==> src/rtl/dual_pwm_pkg.sv <==
package dual_pwm_pkg;
  typedef enum logic {DIR_UP = 1'b0, DIR_DOWN = 1'b1} dir_e;
  localparam int NUM_PHASES = 2;
endpackage

==> src/rtl/pwm_tri_carrier.sv <==
module pwm_tri_carrier
  import dual_pwm_pkg::*;
#(
  parameter int CW = 12
) (
  input  logic          clk,
  input  logic          rst_n,
  input  logic [CW-1:0] period_i,
  output logic [CW-1:0] cnt_o,
  output logic [CW-1:0] pk_o,
  output logic          rising_o,
  output logic          valley_o,
  output logic          at_peak_o
);
  logic [CW-1:0] cnt_q, pk_q, pk_in, pk_use;
  dir_e          dir_q;

  // a zero period is promoted to one so the carrier never stalls
  assign pk_in    = (period_i == '0) ? CW'(1) : period_i;
  assign valley_o = (cnt_q == '0);
  // at the valley the freshly captured peak already bounds the next climb
  assign pk_use   = valley_o ? pk_in : pk_q;

  always_ff @(posedge clk or negedge rst_n) begin
    if (!rst_n) begin
      cnt_q <= '0;
      pk_q  <= CW'(1);
      dir_q <= DIR_UP;
    end else begin
      if (valley_o) pk_q <= pk_in;
      if (dir_q == DIR_UP) begin
        if (({1'b0, cnt_q} + (CW+1)'(1)) >= {1'b0, pk_use}) begin
          cnt_q <= pk_use;
          dir_q <= DIR_DOWN;
        end else begin
          cnt_q <= cnt_q + CW'(1);
        end
      end else begin
        if (cnt_q <= CW'(1)) begin
          cnt_q <= '0;
          dir_q <= DIR_UP;
        end else begin
          cnt_q <= cnt_q - CW'(1);
        end
      end
    end
  end

  assign cnt_o     = cnt_q;
  assign pk_o      = pk_q;
  assign rising_o  = (dir_q == DIR_UP);
  assign at_peak_o = (cnt_q == pk_q);
endmodule

==> src/rtl/pwm_duty_shadow.sv <==
module pwm_duty_shadow #(
  parameter int CW = 12,
  parameter int KW = 9,
  parameter int KF = 8
) (
  input  logic          clk,
  input  logic          rst_n,
  input  logic          load_i,
  input  logic [CW-1:0] duty_i,
  input  logic [KW-1:0] ratio_i,
  input  logic [CW-1:0] pk_i,
  output logic [CW-1:0] lvl_a_o,
  output logic [CW-1:0] lvl_b_o
);
  localparam int PW = CW + KW;

  logic [CW-1:0] duty_q;
  logic [KW-1:0] ratio_q;
  logic [PW-1:0] prod, scaled;

  always_ff @(posedge clk or negedge rst_n) begin
    if (!rst_n) begin
      duty_q  <= '0;
      ratio_q <= '0;
    end else if (load_i) begin
      duty_q  <= duty_i;
      ratio_q <= ratio_i;
    end
  end

  // fixed-point product, fraction bits dropped (truncation toward zero)
  assign prod    = {{KW{1'b0}}, duty_q} * {{CW{1'b0}}, ratio_q};
  assign scaled  = prod >> KF;
  assign lvl_a_o = duty_q;
  assign lvl_b_o = (scaled > {{KW{1'b0}}, pk_i}) ? pk_i : scaled[CW-1:0];
endmodule

==> src/rtl/pwm_phase_cmp.sv <==
module pwm_phase_cmp #(
  parameter int CW     = 12,
  parameter bit MIRROR = 1'b0
) (
  input  logic          clk,
  input  logic          rst_n,
  input  logic [CW-1:0] cnt_i,
  input  logic [CW-1:0] pk_i,
  input  logic          rising_i,
  input  logic [CW-1:0] level_i,
  output logic          gate_o
);
  logic [CW-1:0] car;
  logic          car_up, on, gate_q;

  generate
    if (MIRROR) begin : g_mirror
      assign car    = pk_i - cnt_i;
      assign car_up = ~rising_i;
    end else begin : g_direct
      assign car    = cnt_i;
      assign car_up = rising_i;
    end
  endgenerate

  // the equality term on the climbing edge gives exactly 2*level cycles
  always_comb begin
    if (level_i == '0)        on = 1'b0;
    else if (level_i >= pk_i) on = 1'b1;
    else                      on = (car < level_i) | ((car == level_i) & car_up);
  end

  always_ff @(posedge clk or negedge rst_n) begin
    if (!rst_n) gate_q <= 1'b0;
    else        gate_q <= on;
  end

  assign gate_o = gate_q;
endmodule

==> src/rtl/dual_pwm_gen.sv <==
module dual_pwm_gen
  import dual_pwm_pkg::*;
#(
  parameter int CW = 12,
  parameter int KW = 9,
  parameter int KF = 8
) (
  input  logic          clk,
  input  logic          rst_n,
  input  logic [CW-1:0] duty_i,
  input  logic [KW-1:0] ratio_i,
  input  logic [CW-1:0] period_i,
  output logic          gate_upper_o,
  output logic          gate_lower_o,
  output logic          peak_stb_o
);
  logic [CW-1:0] cnt_w, pk_w, lvl_a, lvl_b;
  logic          rising_w, valley_w, at_peak_w, peak_q;
  logic [CW-1:0] lvl   [NUM_PHASES];
  logic          gates [NUM_PHASES];

  pwm_tri_carrier #(.CW(CW)) u_carrier (
    .clk(clk), .rst_n(rst_n), .period_i(period_i),
    .cnt_o(cnt_w), .pk_o(pk_w), .rising_o(rising_w),
    .valley_o(valley_w), .at_peak_o(at_peak_w)
  );

  pwm_duty_shadow #(.CW(CW), .KW(KW), .KF(KF)) u_shadow (
    .clk(clk), .rst_n(rst_n), .load_i(valley_w),
    .duty_i(duty_i), .ratio_i(ratio_i), .pk_i(pk_w),
    .lvl_a_o(lvl_a), .lvl_b_o(lvl_b)
  );

  assign lvl[0] = lvl_a;
  assign lvl[1] = lvl_b;

  for (genvar g = 0; g < NUM_PHASES; g++) begin : g_phase
    pwm_phase_cmp #(.CW(CW), .MIRROR(g != 0)) u_cmp (
      .clk(clk), .rst_n(rst_n), .cnt_i(cnt_w), .pk_i(pk_w),
      .rising_i(rising_w), .level_i(lvl[g]), .gate_o(gates[g])
    );
  end

  always_ff @(posedge clk or negedge rst_n) begin
    if (!rst_n) peak_q <= 1'b0;
    else        peak_q <= at_peak_w;
  end

  assign gate_upper_o = gates[0];
  assign gate_lower_o = gates[1];
  assign peak_stb_o   = peak_q;
endmodule

==> config.mk <==
export PLATFORM = sky130hd
export DESIGN_NAME = dual_pwm_gen
export DESIGN_NICKNAME = d
export VERILOG_FILES = /design/src/rtl/dual_pwm_pkg.sv /design/src/rtl/pwm_tri_carrier.sv /design/src/rtl/pwm_duty_shadow.sv /design/src/rtl/pwm_phase_cmp.sv /design/src/rtl/dual_pwm_gen.sv
export SDC_FILE = /design/constraint.sdc
export NUM_CORES = 1
export LEC_CHECK = 0
export BUFFER_PORTS_ARGS = -buffer_cell sky130_fd_sc_hd__clkbuf_2
export CAP_MARGIN = 20
export CORE_UTILIZATION = 35
export DETAILED_ROUTE_END_ITERATION = 8
export PLACE_DENSITY = 0.5
export SLEW_MARGIN = 20
export SYNTH_ARGS = -nofsm -noshare
export SYNTH_HDL_FRONTEND = slang
export SYNTH_SLANG_ARGS = --single-unit
==> constraint.sdc <==
create_clock -name clk -period 19 [get_ports clk]
set_clock_uncertainty 0.15 [all_clocks]
set_input_delay 2.85 -clock clk [delete_from_list [all_inputs] [get_ports clk]]
set_output_delay 2.85 -clock clk [all_outputs]
set_load 0.005 [all_outputs]
# ---- Word level (Yosys, flattened, before mapping)
# Cells that the tools add are included.
dict set report word_totals {
  ff_bits 49
  input_bits 35
  out_inout_bits 3
  wordCells 45
}
dict set report classes {
  addsub 4
  n_mul 1
  order_cmp 7
  eq_ne 3
  n_mux 13
  n_bitwise 5
  reduce_logical 4
}
# op n
set op_table {}
lappend op_table {{two-way mux 12 bit} 6}
lappend op_table {{logical NOT 12 bit} 4}
lappend op_table {{equality test 12 bit} 3}
lappend op_table {{>= comparator 12 bit} 2}
lappend op_table {{< comparator 12 bit} 2}
lappend op_table {{multiplier 12 x 9 -> 21 bit} 1}
lappend op_table {{adder 12 x 1 -> 13 bit (second input constant)} 1}
lappend op_table {{>= comparator 13 x 12 -> 1 bit} 1}
lappend op_table {{greater-than comparator 13 x 12 -> 1 bit} 1}
lappend op_table {{adder 12 x 1 -> 12 bit (second input constant)} 1}
lappend op_table {{<= comparator 12 x 1 -> 1 bit (second input constant)} 1}
lappend op_table {{subtractor 12 x 1 -> 12 bit (second input constant)} 1}
lappend op_table {{subtractor 12 bit} 1}
lappend op_table {{two-way mux 1 bit} 7}
lappend op_table {{bitwise AND 1 bit} 2}
lappend op_table {{bitwise OR 1 bit} 2}
lappend op_table {{inverter 1 bit} 1}

# ---- Logic depth before layout (Yosys ltp)
dict set report logic_depth {
  word_depth 8
  ltp_mapped 37
  depth_no_buf 35
}

# ---- Cells and area by module
# Synthesis repeated with hierarchy kept, for this count alone.
dict set report unflattened {
  cells_unflattened 950
  area_unflattened_um2 8485.6
}
# mod n_inst cells_per_inst area_each_um2
set by_module_without_submodules {}
lappend by_module_without_submodules {pwm_duty_shadow 1 500 4619.4}
lappend by_module_without_submodules {pwm_tri_carrier 1 201 1989.4}
lappend by_module_without_submodules {{pwm_phase_cmp (g_phase[1].u_cmp)} 1 162 1203.7}
lappend by_module_without_submodules {{pwm_phase_cmp (g_phase[0].u_cmp)} 1 86 648.1}
lappend by_module_without_submodules {dual_pwm_gen 1 1 25.0}

# ---- Least setup slack after synthesis
# Ideal clock, no wire load.
dict set report synth_timing {
  path_kind {reg-to-reg}
  from {register u_shadow.duty_q[6], in the netlist u_shadow.lvl_a_o[6]}
  to {register g_phase[1].u_cmp.gate_q}
  t_arrival_ps 7472
  t_required_ps 18706
  slack_ps 11234
  path_stages_with_launch 37
  n_path_buf 2
  period_less_slack_ps 7766
  cell_sequence {dfrtp_1 clkbuf_1 and2_1 fa_1 inv_1 fa_1 inv_1 fa_1 inv_1 fa_1 inv_1 ha_1 and3_1 a221o_1 o32ai_1 a21oi_1 xor2_1 ha_1 a21o_1 a21oi_1 nand4_1 o21ai_0 nand2b_1 mux2i_2 buf_6 nor2_1 a21o_1 ha_1 a21o_1 a21o_1 a21oi_1 nor2b_1 o21ai_0 a21oi_1 a211oi_1 o221a_2 a32oi_1}
}
dict set report synth_between {
  elab_chain_cells 8
  word_cells_on_any_way 11
  cone_classes {mul: 1; order compare: 3; eq/ne: 1; mux: 3; bitwise: 2; reduce/logical: 1}
}
# element line_no
set synth_rtl {}
lappend synth_rtl {{start, declared} pwm_duty_shadow.sv:17} ;# logic [CW-1:0] duty_q;
lappend synth_rtl {{start signal, assigned} pwm_duty_shadow.sv:26} ;# duty_q <= duty_i;
lappend synth_rtl {{multiplier 12 x 9 -> 21 bit *} pwm_duty_shadow.sv:32} ;# assign prod = {{KW{1'b0}}, duty_q} * {{CW{1'b0}}, ratio_q};
lappend synth_rtl {{greater-than comparator 13 x 12 -> 1 bit} pwm_duty_shadow.sv:35} ;# assign lvl_b_o = (scaled > {{KW{1'b0}}, pk_i}) ? pk_i : scaled[CW-1:0];
lappend synth_rtl {{two-way mux 12 bit *} pwm_duty_shadow.sv:35}
lappend synth_rtl {{parallel branches: the longest is 4 deep, another holds < comparator 12 bit} -}
lappend synth_rtl {{two-way mux 1 bit *} pwm_phase_cmp.sv:28} ;# if (level_i == '0) on = 1'b0;
lappend synth_rtl {{net g_phase[1].u_cmp.on} pwm_phase_cmp.sv:14} ;# logic car_up, on, gate_q;
lappend synth_rtl {{end signal, assigned} pwm_phase_cmp.sv:35} ;# else gate_q <= on;
lappend synth_rtl {{end, declared} pwm_phase_cmp.sv:14}
# Mark *: on every way through the listed nets, which the timed path passes.
# A chain may end at the register's enable or synchronous reset.

# ---- Final worst setup path
# Ends and elaborated chain as after synthesis.

==> results by group <==
Outcome
  • Run status: finished, violations left
  • Failing checks: DRC

Worst setup path
  • Maximum fanout count along the critical path: 23
  • Endpoint type of the worst setup path: flop
  • Worst stage delay on the critical path: 0.58 ns
  • Startpoint type of the worst setup path: flop
  • Data arrival time of the worst path: 8.64 ns
  • CP Class: reg -> reg
  • Cell with the largest stage delay on the worst path: dfrtp_1
  • Worst path bufs/invs: 4
  • Critical path's top delay family: adder cells
  • Required time worst endpoint: 19.02 ns

Clock network
  • Bufs on Longest Clock Path: 2
  • TritonCTS clock tree: done
  • Skew-Pair Late Insertion Delay: 0.30 ns
  • Post-CTS Hold Buffers: 0
  • Root buffer cell: clkbuf_16
  • Clock sinks: 49
  • Clock Pin Slew Worst Setup and Hold Paths: 0.08 ns
  • Number of buffers added by the clock tree synthesis step: 5
  • Setup fix buffers added after clock tree synthesis: 0
  • # H-tree levels: 2
  • Number of gates given a new drive strength after cts: 0

STA
  • Highest clock rate: 116 MHz
  • Max Transition Viols Final: 0
  • Total of endpoints with negative setup slack in the final report: 0
  • Setup repair after global routing missed its margin: no
  • Slew @ Worst Pin: 0.902 ns
  • Final hold viol count: 0
  • Relative slew slack: 0.399
  • Fin crit share: 0.454
  • Worst Hold Slack: 0.459 ns
  • Final critical delay including setup and external delays: 8.63 ns
  • Sum of negative setup slack: 0 ns

Synth
  • Main synth FF type: dfrtp_1
  • Register bit count reported by yosys: 49
  • Netlist area before placement: 7960 um^2
  • Distinct cell type count after synthesis: 66
  • Syn_nets: 1120
  • Mapped Avg Cell Area: 8.91 um^2
  • Number of synthesis warnings: 0
  • Async S/R FF share, synth: 1.00
  • Proportion of synthesized chip area in sequential cells: 0.154
  • Number of flops mapped to enable cells by yosys: 0
  • Gate Count Post-Synth: 893

Route
  • Routed wire length: 20900 um
  • First-pass DRT Iterations: 8
  • DR vias/cell: 5.11
  • DR DRC count: 2
  • Number of nets with antenna violations after routing: 0
  • DRC marker count from the first detailed-route iteration: 259
  • Routed wirelength normalized by instance count: 17.6 um
  • DR vias: 6046

Global routing
  • Global-route wire length before repair: 34600 um
  • Maximum number of pins on one net before global-route repair: 50
  • Via count of the first global-routing pass: 6304
  • Total global routing track utilization: 0.189
  • Antenna violations before repair: 0
  • Overflow after GRT: 0

Die
  • Core box area: 22000 um^2
  • Starting density of the core: 0.361
  • Floorplan die area: 23300 um^2
  • Die height: 153 um
  • Boundary Pins: 38
  • Die width: 153 um
  • Rows: 54

Layout
  • Share of post-route cells with drive strength above 1: 0.112
  • Syn-to-layout area delta: 7.00%
  • ANT cells: 0
  • Most frequent standard cell in the layout excluding fill and tap cells: inv_1
  • Post-route non-filler standard cell count: 1184
  • Final Net Count: 1130
  • Commonest cells after routing, fill and taps aside: inv_1 (144), ha_1 (121), fa_1 (71), and2_1 (66), nand2_1 (60)

Pwr
  • Overall power of the completed layout: 1.11 mW
  • IR drop worst, VDD: 0.0000574 V
  • Power per unit of standard cell area: 131 nW/um^2
  • Reported leakage power: 4.36 nW

Place
  • Number of buffer cells added on primary ports: 37
  • Routability-driven placement congestion ratio: 0.824
  • Number of cells in the design after placement: 1176
  • Sum of net half-perimeters after detailed placement: 16700 um

Hold path
  • Worst min-delay path category: reg -> reg

Run
  • MaxCap Viol Count: 0
==> cell usage after synthesis, types with 3 or more instances <==
library cell  count  share of area
nand4_1          16          0.013
o21ai_1           3         0.0019
nor4_1            8         0.0063
a21o_1           31          0.029
inv_1           144          0.068
nand3_1          15         0.0094
ha_1            121           0.19
xor2_1           10          0.011
nand2b_1          4         0.0031
and3_1            6         0.0047
a211oi_1          4         0.0038
dfrtp_1          48           0.15
o21bai_1          4         0.0038
fa_1             71           0.18
and2_1           66          0.052
o21ai_0          16          0.010
clkbuf_1         32          0.015
nor2_1           36          0.017
mux2_2           35          0.050
nor3_1           16          0.010
nand2_1          60          0.028
a21oi_1          32          0.020
inv_2             5         0.0024
o211ai_1          3         0.0028
o22ai_1          13          0.010
nor2b_1           5         0.0039
xnor2_1          30          0.033
mux2i_1          12          0.015
==> cells by family (layout without fill, tap and decap cells) <==
group | count (synthesis) | in the layout | share of synthesized area
compound gates | 134 | 134 | 0.117
xor+xnor | 40 | 40 | 0.0440
fa+ha+maj | 192 | 192 | 0.369
buf+inv | 186 | 197 | 0.0904
flops | 49 | 49 | 0.154
mux | 48 | 48 | 0.0664
simple gates | 244 | 244 | 0.159
==> metrics by stage <==
stage	setup slack, ns	area (um^2)	utilization
final	10.37	8510	0.387
after global routing	9.63	8510	0.387
after CTS	10.05	8500	0.386
after detailed placement	10.06	8350	0.379
after global placement	10.21	8350	0.379
after floorplan	11.23	7960	-
==> routing by layer <==
| metal | global-route usage | up-vias | wire length (um) |
|---|---|---|---|
| met2 | 0.330 | 105 | 10100 |
| met1 | 0.255 | 2934 | 9840 |
| met4 | 0.0274 | 0 | 215 |
| li1 | - | 2993 | - |
| met5 | 0 | - | 0 |
| met3 | 0.0213 | 14 | 744 |
==> where the power goes <==
| part | switching, mW | internal [mW] |
|---|---|---|
| Clock | 0.0485 | 0.0507 |
| Sequential | 0.0127 | 0.109 |
| Combinational | 0.508 | 0.385 |
==> path summary, 6_finish.rpt <==
check | endpoint | cells past startpoint | from | slack (ns)
max | g_phase[1].u_cmp.gate_o$_DFF_PN0_ | 34 | u_shadow.lvl_a_o[6]$_DFFE_PN0N_ | 10.37
min | u_carrier.pk_o[10]$_DFF_PN0_ | 1 | u_carrier.pk_o[10]$_DFF_PN0_ | 0.46
max reg2reg | g_phase[1].u_cmp.gate_o$_DFF_PN0_ | 34 | u_shadow.lvl_a_o[6]$_DFFE_PN0N_ | 10.37
min reg2reg | u_carrier.pk_o[10]$_DFF_PN0_ | 1 | u_carrier.pk_o[10]$_DFF_PN0_ | 0.46
max in group asynchronous | u_carrier.cnt_o[8]$_DFF_PN0_ | 2 | rst_n | 15.70
min in group asynchronous | u_shadow.ratio_q[4]$_DFFE_PN0N_ | 2 | rst_n | 2.53
==> state kept, by name, indices dropped and copies added (netlist names) <==
name                  flops
u_shadow.lvl_a_o         12
u_carrier.pk_o           12
u_shadow.ratio_q          9
u_carrier.cnt_o          12
peak_stb_o                1
g_phase.u_cmp.gate_o      2
u_carrier.dir_q           1
==> layout make-up <==
| class | count | area, um^2 |
|---|---|---|
| clock buffers | 5 | 125 |
| clock inverters | 3 | 28.8 |
| fillers | 2276 | 13500 |
| inverters | 150 | 563 |
| multi-input cells | 658 | 6020 |
| flip-flops and latches | 49 | 1230 |
| well taps | 280 | 350 |
| repair buffers | 39 | 200 |
(Power assumes the default switching activity.)
